===== src/rtl/cfgcyc_pkg.sv =====
package cfgcyc_pkg;

  typedef enum logic [1:0] {
    ST_IDLE  = 2'd0,
    ST_CLR   = 2'd1,
    ST_ISSUE = 2'd2,
    ST_FIN   = 2'd3
  } seq_state_t;

  localparam logic [1:0] SZ_BYTE  = 2'b00;
  localparam logic [1:0] SZ_WORD  = 2'b01;

  localparam logic [1:0] CT_TYPE0 = 2'b00;
  localparam logic [1:0] CT_TYPE1 = 2'b01;

  // sparse size code folded into the host address
  function automatic logic [4:0] size_code(input logic [1:0] sz);
    case (sz)
      SZ_BYTE: size_code = 5'h00;
      SZ_WORD: size_code = 5'h08;
      default: size_code = 5'h18;
    endcase
  endfunction

  // number of valid bytes of an access of the given size
  function automatic logic [2:0] size_bytes(input logic [1:0] sz);
    case (sz)
      SZ_BYTE: size_bytes = 3'd1;
      SZ_WORD: size_bytes = 3'd2;
      default: size_bytes = 3'd4;
    endcase
  endfunction

endpackage


===== src/rtl/cfgcyc_addr.sv =====
module cfgcyc_addr
  import cfgcyc_pkg::*;
#(
  parameter int unsigned BUS_W     = 8,
  parameter int unsigned DF_W      = 8,
  parameter int unsigned OFF_W     = 8,
  parameter int unsigned ADDR_W    = 40,
  parameter int unsigned SPARSE_SH = 5,
  parameter logic [ADDR_W-1:0] CFG_BASE = '0,
  localparam int unsigned BASE_W   = BUS_W + DF_W + OFF_W
) (
  input  logic [BUS_W-1:0]  bus,
  input  logic [DF_W-1:0]   devfn,
  input  logic [OFF_W-1:0]  off,
  input  logic [1:0]        size,
  output logic              is_type1,
  output logic [BASE_W-1:0] pci_addr,
  output logic [ADDR_W-1:0] host_addr
);

  logic [BASE_W-1:0] base;
  logic [ADDR_W-1:0] sparse;

  assign is_type1 = |bus;
  assign base     = {bus, devfn, off};
  assign sparse   = ADDR_W'(base) << SPARSE_SH;

  always_comb begin
    host_addr = sparse + ADDR_W'(size_code(size)) + CFG_BASE;
  end

  assign pci_addr = {bus, devfn, off[OFF_W-1:2], (is_type1 ? CT_TYPE1 : CT_TYPE0)};

endmodule


===== src/rtl/cfgcyc_lane.sv =====
module cfgcyc_lane
  import cfgcyc_pkg::*;
#(
  parameter int unsigned DATA_W = 32,
  localparam int unsigned NBYTE  = DATA_W / 8,
  localparam int unsigned LANE_W = $clog2(NBYTE)
) (
  input  logic [1:0]        size,
  input  logic [LANE_W-1:0] lane,
  input  logic [DATA_W-1:0] wdata_in,
  input  logic [DATA_W-1:0] rdata_raw,
  input  logic              abort,
  output logic [DATA_W-1:0] wdata_out,
  output logic [DATA_W-1:0] rdata_out
);

  logic [LANE_W+2:0] shamt;
  logic [2:0]        nbytes;
  logic [DATA_W-1:0] rd_mask;
  logic [DATA_W-1:0] rd_shift;
  logic              full;

  assign shamt  = {lane, 3'b000};
  assign nbytes = size_bytes(size);
  assign full   = (32'(nbytes) >= NBYTE);

  for (genvar b = 0; b < NBYTE; b++) begin : g_mask
    assign rd_mask[8*b +: 8] = (b < 32'(nbytes)) ? 8'hFF : 8'h00;
  end

  assign wdata_out = full ? wdata_in : (wdata_in << shamt);
  assign rd_shift  = full ? rdata_raw : (rdata_raw >> shamt);
  assign rdata_out = abort ? {DATA_W{1'b1}} : (rd_shift & rd_mask);

endmodule


===== src/rtl/cfgcyc_seq.sv =====
module cfgcyc_seq
  import cfgcyc_pkg::*;
(
  input  logic       clk,
  input  logic       rst_n,
  input  logic       req_valid,
  input  logic       is_type1,
  input  logic       mst_ready,
  output logic       accept,
  output logic       busy,
  output logic       err_clr,
  output logic       mst_valid,
  output logic       capture,
  output logic       done,
  output logic [1:0] ctl_type
);

  seq_state_t state_q, state_d;
  logic [1:0] ctl_q, ctl_d;

  assign busy      = (state_q != ST_IDLE);
  assign accept    = req_valid && !busy;
  assign err_clr   = (state_q == ST_CLR);
  assign mst_valid = (state_q == ST_ISSUE);
  assign capture   = mst_valid && mst_ready;
  assign done      = (state_q == ST_FIN);
  assign ctl_type  = ctl_q;

  always_comb begin
    state_d = state_q;
    ctl_d   = ctl_q;
    case (state_q)
      ST_IDLE:  if (accept) state_d = ST_CLR;
      ST_CLR: begin
        state_d = ST_ISSUE;
        ctl_d   = is_type1 ? CT_TYPE1 : CT_TYPE0;
      end
      ST_ISSUE: if (mst_ready) state_d = ST_FIN;
      ST_FIN: begin
        state_d = ST_IDLE;
        ctl_d   = CT_TYPE0;
      end
      default:  state_d = ST_IDLE;
    endcase
  end

  always_ff @(posedge clk or negedge rst_n) begin
    if (!rst_n) begin
      state_q <= ST_IDLE;
      ctl_q   <= CT_TYPE0;
    end else begin
      state_q <= state_d;
      ctl_q   <= ctl_d;
    end
  end

endmodule


===== src/rtl/cfgcyc_top.sv =====
module cfgcyc_top
  import cfgcyc_pkg::*;
#(
  parameter int unsigned BUS_W   = 8,
  parameter int unsigned DF_W    = 8,
  parameter int unsigned OFF_W   = 8,
  parameter int unsigned DATA_W  = 32,
  parameter int unsigned ADDR_W  = 40,
  parameter logic [ADDR_W-1:0] CFG_BASE = 40'h87_0000_0000,
  localparam int unsigned PCI_W  = BUS_W + DF_W + OFF_W,
  localparam int unsigned LANE_W = $clog2(DATA_W / 8)
) (
  input  logic              clk,
  input  logic              rst_n,
  input  logic              req_valid,
  input  logic [BUS_W-1:0]  req_bus,
  input  logic [DF_W-1:0]   req_devfn,
  input  logic [OFF_W-1:0]  req_off,
  input  logic [1:0]        req_size,
  input  logic              req_write,
  input  logic [DATA_W-1:0] req_wdata,
  output logic              busy,
  output logic              err_clr,
  output logic [1:0]        ctl_type,
  output logic              mst_valid,
  output logic              mst_write,
  output logic [ADDR_W-1:0] mst_addr,
  output logic [DATA_W-1:0] mst_wdata,
  output logic [PCI_W-1:0]  pci_addr,
  input  logic              mst_ready,
  input  logic [DATA_W-1:0] mst_rdata,
  input  logic              mst_abort,
  output logic              done,
  output logic              err,
  output logic [DATA_W-1:0] rdata
);

  // reset: asserted asynchronously, released on the clock
  logic [1:0] rst_pipe;
  logic       rst_int_n;

  always_ff @(posedge clk or negedge rst_n) begin
    if (!rst_n) rst_pipe <= 2'b00;
    else        rst_pipe <= {rst_pipe[0], 1'b1};
  end
  assign rst_int_n = rst_pipe[1];

  // captured request
  logic [BUS_W-1:0]  bus_q;
  logic [DF_W-1:0]   devfn_q;
  logic [OFF_W-1:0]  off_q;
  logic [1:0]        size_q;
  logic              wr_q;
  logic [DATA_W-1:0] wdata_q;
  logic              accept;
  logic              capture;
  logic              is_type1;
  logic [DATA_W-1:0] lane_rdata;
  logic              err_q;
  logic [DATA_W-1:0] rdata_q;

  always_ff @(posedge clk or negedge rst_int_n) begin
    if (!rst_int_n) begin
      bus_q   <= '0;
      devfn_q <= '0;
      off_q   <= '0;
      size_q  <= '0;
      wr_q    <= 1'b0;
      wdata_q <= '0;
    end else if (accept) begin
      bus_q   <= req_bus;
      devfn_q <= req_devfn;
      off_q   <= req_off;
      size_q  <= req_size;
      wr_q    <= req_write;
      wdata_q <= req_wdata;
    end
  end

  cfgcyc_seq u_seq (
    .clk       (clk),
    .rst_n     (rst_int_n),
    .req_valid (req_valid),
    .is_type1  (is_type1),
    .mst_ready (mst_ready),
    .accept    (accept),
    .busy      (busy),
    .err_clr   (err_clr),
    .mst_valid (mst_valid),
    .capture   (capture),
    .done      (done),
    .ctl_type  (ctl_type)
  );

  cfgcyc_addr #(
    .BUS_W    (BUS_W),
    .DF_W     (DF_W),
    .OFF_W    (OFF_W),
    .ADDR_W   (ADDR_W),
    .SPARSE_SH(5),
    .CFG_BASE (CFG_BASE)
  ) u_addr (
    .bus      (bus_q),
    .devfn    (devfn_q),
    .off      (off_q),
    .size     (size_q),
    .is_type1 (is_type1),
    .pci_addr (pci_addr),
    .host_addr(mst_addr)
  );

  cfgcyc_lane #(
    .DATA_W(DATA_W)
  ) u_lane (
    .size     (size_q),
    .lane     (off_q[LANE_W-1:0]),
    .wdata_in (wdata_q),
    .rdata_raw(mst_rdata),
    .abort    (mst_abort),
    .wdata_out(mst_wdata),
    .rdata_out(lane_rdata)
  );

  always_ff @(posedge clk or negedge rst_int_n) begin
    if (!rst_int_n) begin
      err_q   <= 1'b0;
      rdata_q <= '0;
    end else if (capture) begin
      err_q   <= mst_abort;
      rdata_q <= lane_rdata;
    end
  end

  assign mst_write = wr_q;
  assign err       = err_q;
  assign rdata     = rdata_q;

endmodule


===== config.mk =====
export PLATFORM = sky130hd
export DESIGN_NAME = cfgcyc_top
export DESIGN_NICKNAME = d
export VERILOG_FILES = /design/src/rtl/cfgcyc_pkg.sv /design/src/rtl/cfgcyc_addr.sv /design/src/rtl/cfgcyc_lane.sv /design/src/rtl/cfgcyc_seq.sv /design/src/rtl/cfgcyc_top.sv
export SDC_FILE = /design/constraint.sdc
export NUM_CORES = 1
export LEC_CHECK = 0
export BUFFER_PORTS_ARGS = -buffer_cell sky130_fd_sc_hd__buf_4
export CAP_MARGIN = 5
export CORE_MARGIN = 5
export CORE_UTILIZATION = 48
export DETAILED_ROUTE_END_ITERATION = 8
export PLACE_DENSITY = 0.8
export SETUP_SLACK_MARGIN = 0.3
export SLEW_MARGIN = 20
export SYNTH_ARGS = -nofsm -noshare
export SYNTH_HDL_FRONTEND = slang
export SYNTH_SLANG_ARGS = --single-unit

===== constraint.sdc =====
create_clock -name clk -period 4.1 [get_ports clk]
set_input_delay 0.205 -clock clk [delete_from_list [all_inputs] [get_ports clk]]
set_output_delay 0.205 -clock clk [all_outputs]
set_load 0.02 [all_outputs]

==> summary.md <==
| Metric | Value |
|---|---|
| Endpoint type of the worst setup path | output pin |
| Slowest CP cell | dfrtp_2 |
| Maximum clock path buffer count | 2 |
| # rows | 38 |
| First DRT Iteration DRCs | 330 |
| Final Hold Vio Count | 0 |
| Worst hold path depth | 2 |
| Syn. warnings | 0 |
| Final Cell Area | 6842 um^2 |
| Top post-synthesis cells by area | dfrtp_1 46%, mux2_2 13%, buf_4 5.7% |
| Max_slew headroom | 36.19% |
| Synth-to-Final Area Change | 30.07% |
| Clock Skew | 0.01593 ns |
| Clock sinks | 97 |
| Vias in the first global route | 4,520 |
| Total global routing overflow | 0 |
| Final GP Congestion | 0.8607 |
| Initial antenna violation count | 0 |
| Initial Utilization | 48.74% |
| HPWL Detailed | 11,190 um |
| Combinational Power Share | 59.0% |
| Most frequent cells after synthesis | 97 x dfrtp_1, 61 x mux2_2, 46 x a21oi_1, 45 x nand2_1, 40 x buf_4 |
| Reg2reg end | rdata[13] |
| Power per cell area | 952.8 nW/um^2 |
| Final Cycle Share | 70.10% |
| Number of diodes | 0 |
| Critical Path Fanout Max | 50 |
| Slew Viols, Final | 0 |
| Fraction of layout cells with a size suffix above 1 | 45.34% |
| Pleak | 3.274 nW |
| CP Class | flip-flop to output pin |
| Crit-path leading delay family | flip-flops |
| Synth Flop Type | dfrtp_1 |
| CTS tree | yes |
| Worst flop-to-flop path startpoint | off_q[0] |
| Post-route ant nets | 0 |
| Area of the multi-input gates | 2328 um^2 |
| Synth top area share | 46.15% |
| Reg-to-reg setup timing slack | 1.75 ns |
| CP bufs+invs | 1 |
| First-pass GRT wire length | 23,110 um |
| Vias per std cell | 5.447 |
| Count of cell types in the netlist | 36 |
| Cell count after synthesis | 510 |
| GR Util All Layers | 22.32% |
| Switching Share | 46.71% |
| Die W | 114.7 um |
| Slew @ Worst Pin | 0.9572 ns |
| Period minus WS final | 2.874 ns |
| Reg2Reg Depth | 3 |
| WHS | 0.05945 ns |
| Total internal power | 3.474 mW |
| CTS resizes | 0 |
| Clock Latency Late Sink | 0.37 ns |
| Ys async rst share | 100.0% |
| Worst Min Path Start | req_devfn[2] |
| H-tree depth | 3 |
| VDD IR-drop max | 0.5839 mV |
| #FFs+latches synth | 97 |
| First drt pass iteration count | 5 |
| Clock slew at reported path FFs | 0.10 ns |
| Clock Tree Root | clkbuf_8 |
| Share of power burned in registers | 31.4% |
| EDFF count, synth | 0 |
| Largest net degree at the start of global routing | 58 |
| Reg area | 2435 um^2 |
| Number of placed I/O pins | 232 |
| Hold Path End | devfn_q[2] |
| Critical path startpoint category | flip-flop |
| Yosys top cell by area | dfrtp_1 |
| Fmax | 0.3479 GHz |
| Crit-path max cell delay | 0.99 ns |
| Placed cell areas | 6635 um^2 |
| Syn Std Cell Area | 5260 um^2 |
| Total Neg Setup Slack | 0 ns |
| Syn Area/Cell | 10.31 um^2 |
| Fillers | 918 |
| RSZ-0062 raised after global routing | no |
| Tightest Hold Check Type | primary input to flip-flop |
| Postcts setup bufs | 0 |
| Die ar. | 13,150 um^2 |
| Setup violators final | 0 |
| Status | completed |
| Avg WL per Cell | 18.05 um |
| Core area | 10,790 um^2 |
| Vert. Die Dim | 114.7 um |
| Psw | 3.045 mW |
| Cts bufs inserted | 9 |
| DRT Wirelength | 14,910 um |
| DRC Markers | 0 |
| Crit path required time | 3.89 ns |
| Clock network fraction of design power | 9.6% |
| Cells along the critical path | nor3b_4, a22oi_1, o21ai_0, buf_4 |
| Sequential share of the synthesized area | 46.15% |
| Nets | 782 |
| Routed via count | 4,499 |
| Port Buffers | 215 |
| Worst Path Arrival | 2.67 ns |
| Max_cap viols | 0 |
| Cell with the most instances after synthesis | dfrtp_1 |
-- cell families (layout without fill, tap and decap cells) --
group / after synthesis / in the layout / share of synthesized area, %
and+or+nand+nor: 103 / 103 / 8.635
DFF: 97 / 97 / 46.15
muxes: 76 / 76 / 15.91
buffers and inverters: 88 / 249 / 10.70
other: 2 / 17 / 0.1428
AOI/OAI and AO/OA: 139 / 139 / 17.27
adders and majority gates: 5 / 5 / 1.189
-- final cells by class --
cell class              count  share of cell area, %
flip-flops and latches     97                  35.59
multi-input cells         340                  34.03
repair buffers            221                  24.29
well taps                 140                  2.560
clock buffers              10                  1.865
clock inverters             6                  1.006
inverters                  12                 0.6584
-- state kept, by name, indices dropped and copies added (netlist names) --
signal and count:
rdata 32, wdata_q 32, bus_q 8, devfn_q 8
off_q 8, rst_pipe 2, size_q 2, u_seq.state_q 2
err 1, mst_write 1, u_seq.ctl_type 1
-- placed cells by master (no fill, tap or decap), types with 2 or more instances in the layout --
master / instances
a221oi_1: 6
and3_1: 2
a211o_1: 9
a221oi_2: 7
or2_1: 2
nor4_1: 2
ha_1: 5
o21ai_0: 37
dfrtp_1: 93
nand2_1: 44
a32o_1: 7
dfrtp_2: 3
a22oi_1: 10
a21oi_1: 46
clkinvlp_4: 4
conb_1: 17
o21ai_1: 4
and2_1: 9
inv_1: 11
a31oi_1: 9
clkbuf_8: 9
buf_4: 220
mux2i_1: 15
nand2_2: 2
nor2_1: 38
mux2_2: 61
-- worst max-delay path by stage --
stage / start / to / slack, ns / cells past startpoint
4_1_cts: off_q[0] / mst_wdata[19] / 1.20 / 4
2_1_floorplan: rst_pipe[1] / bus_q[0] / 1.20 / 0
5_1_grt: off_q[0] / mst_wdata[19] / 1.04 / 4
6_report: off_q[0] / mst_wdata[19] / 1.23 / 4
3_3_place_gp: off_q[1] / mst_wdata[30] / 1.69 / 4
3_5_place_dp: off_q[0] / mst_wdata[19] / 1.62 / 4
-- per-stage QoR --
step	power, mW	setup slack, ns	utilization, %	cells
global placement	5.830	1.689	61.48	809
detailed placement	5.927	1.619	61.48	809
global route	6.961	1.040	63.39	826
floorplan	4.542	1.198	-	525
finish	6.519	1.226	63.39	826
CTS	6.564	1.197	63.39	826
-- layer usage --
layer | up-vias | track usage, % | wire length (um)
li1 | 2082 | - | -
met4 | 0 | 6.334 | 248
met5 | - | 0 | 0
met1 | 2181 | 27.76 | 5645
met3 | 19 | 7.717 | 1596
met2 | 217 | 36.86 | 7421
-- power by group through the flow --
| stage | Combinational [mW] | Sequential (mW) | Clock [mW] |
|---|---|---|---|
| after floorplan | 2.43 | 2.12 | 0 |
| after global placement | 3.81 | 2.02 | 0 |
| after detailed placement | 3.87 | 2.06 | 0 |
| after CTS | 3.88 | 2.04 | 0.640 |
| after global routing | 4.14 | 2.13 | 0.683 |
| final | 3.85 | 2.05 | 0.627 |
-- what timing repair did --
action,4_1_cts,5_1_grt
hold buffers,1,0
hold endpoints to repair,2,0
setup endpoints to repair,0,0
Power figures use the tool's default switching activity.
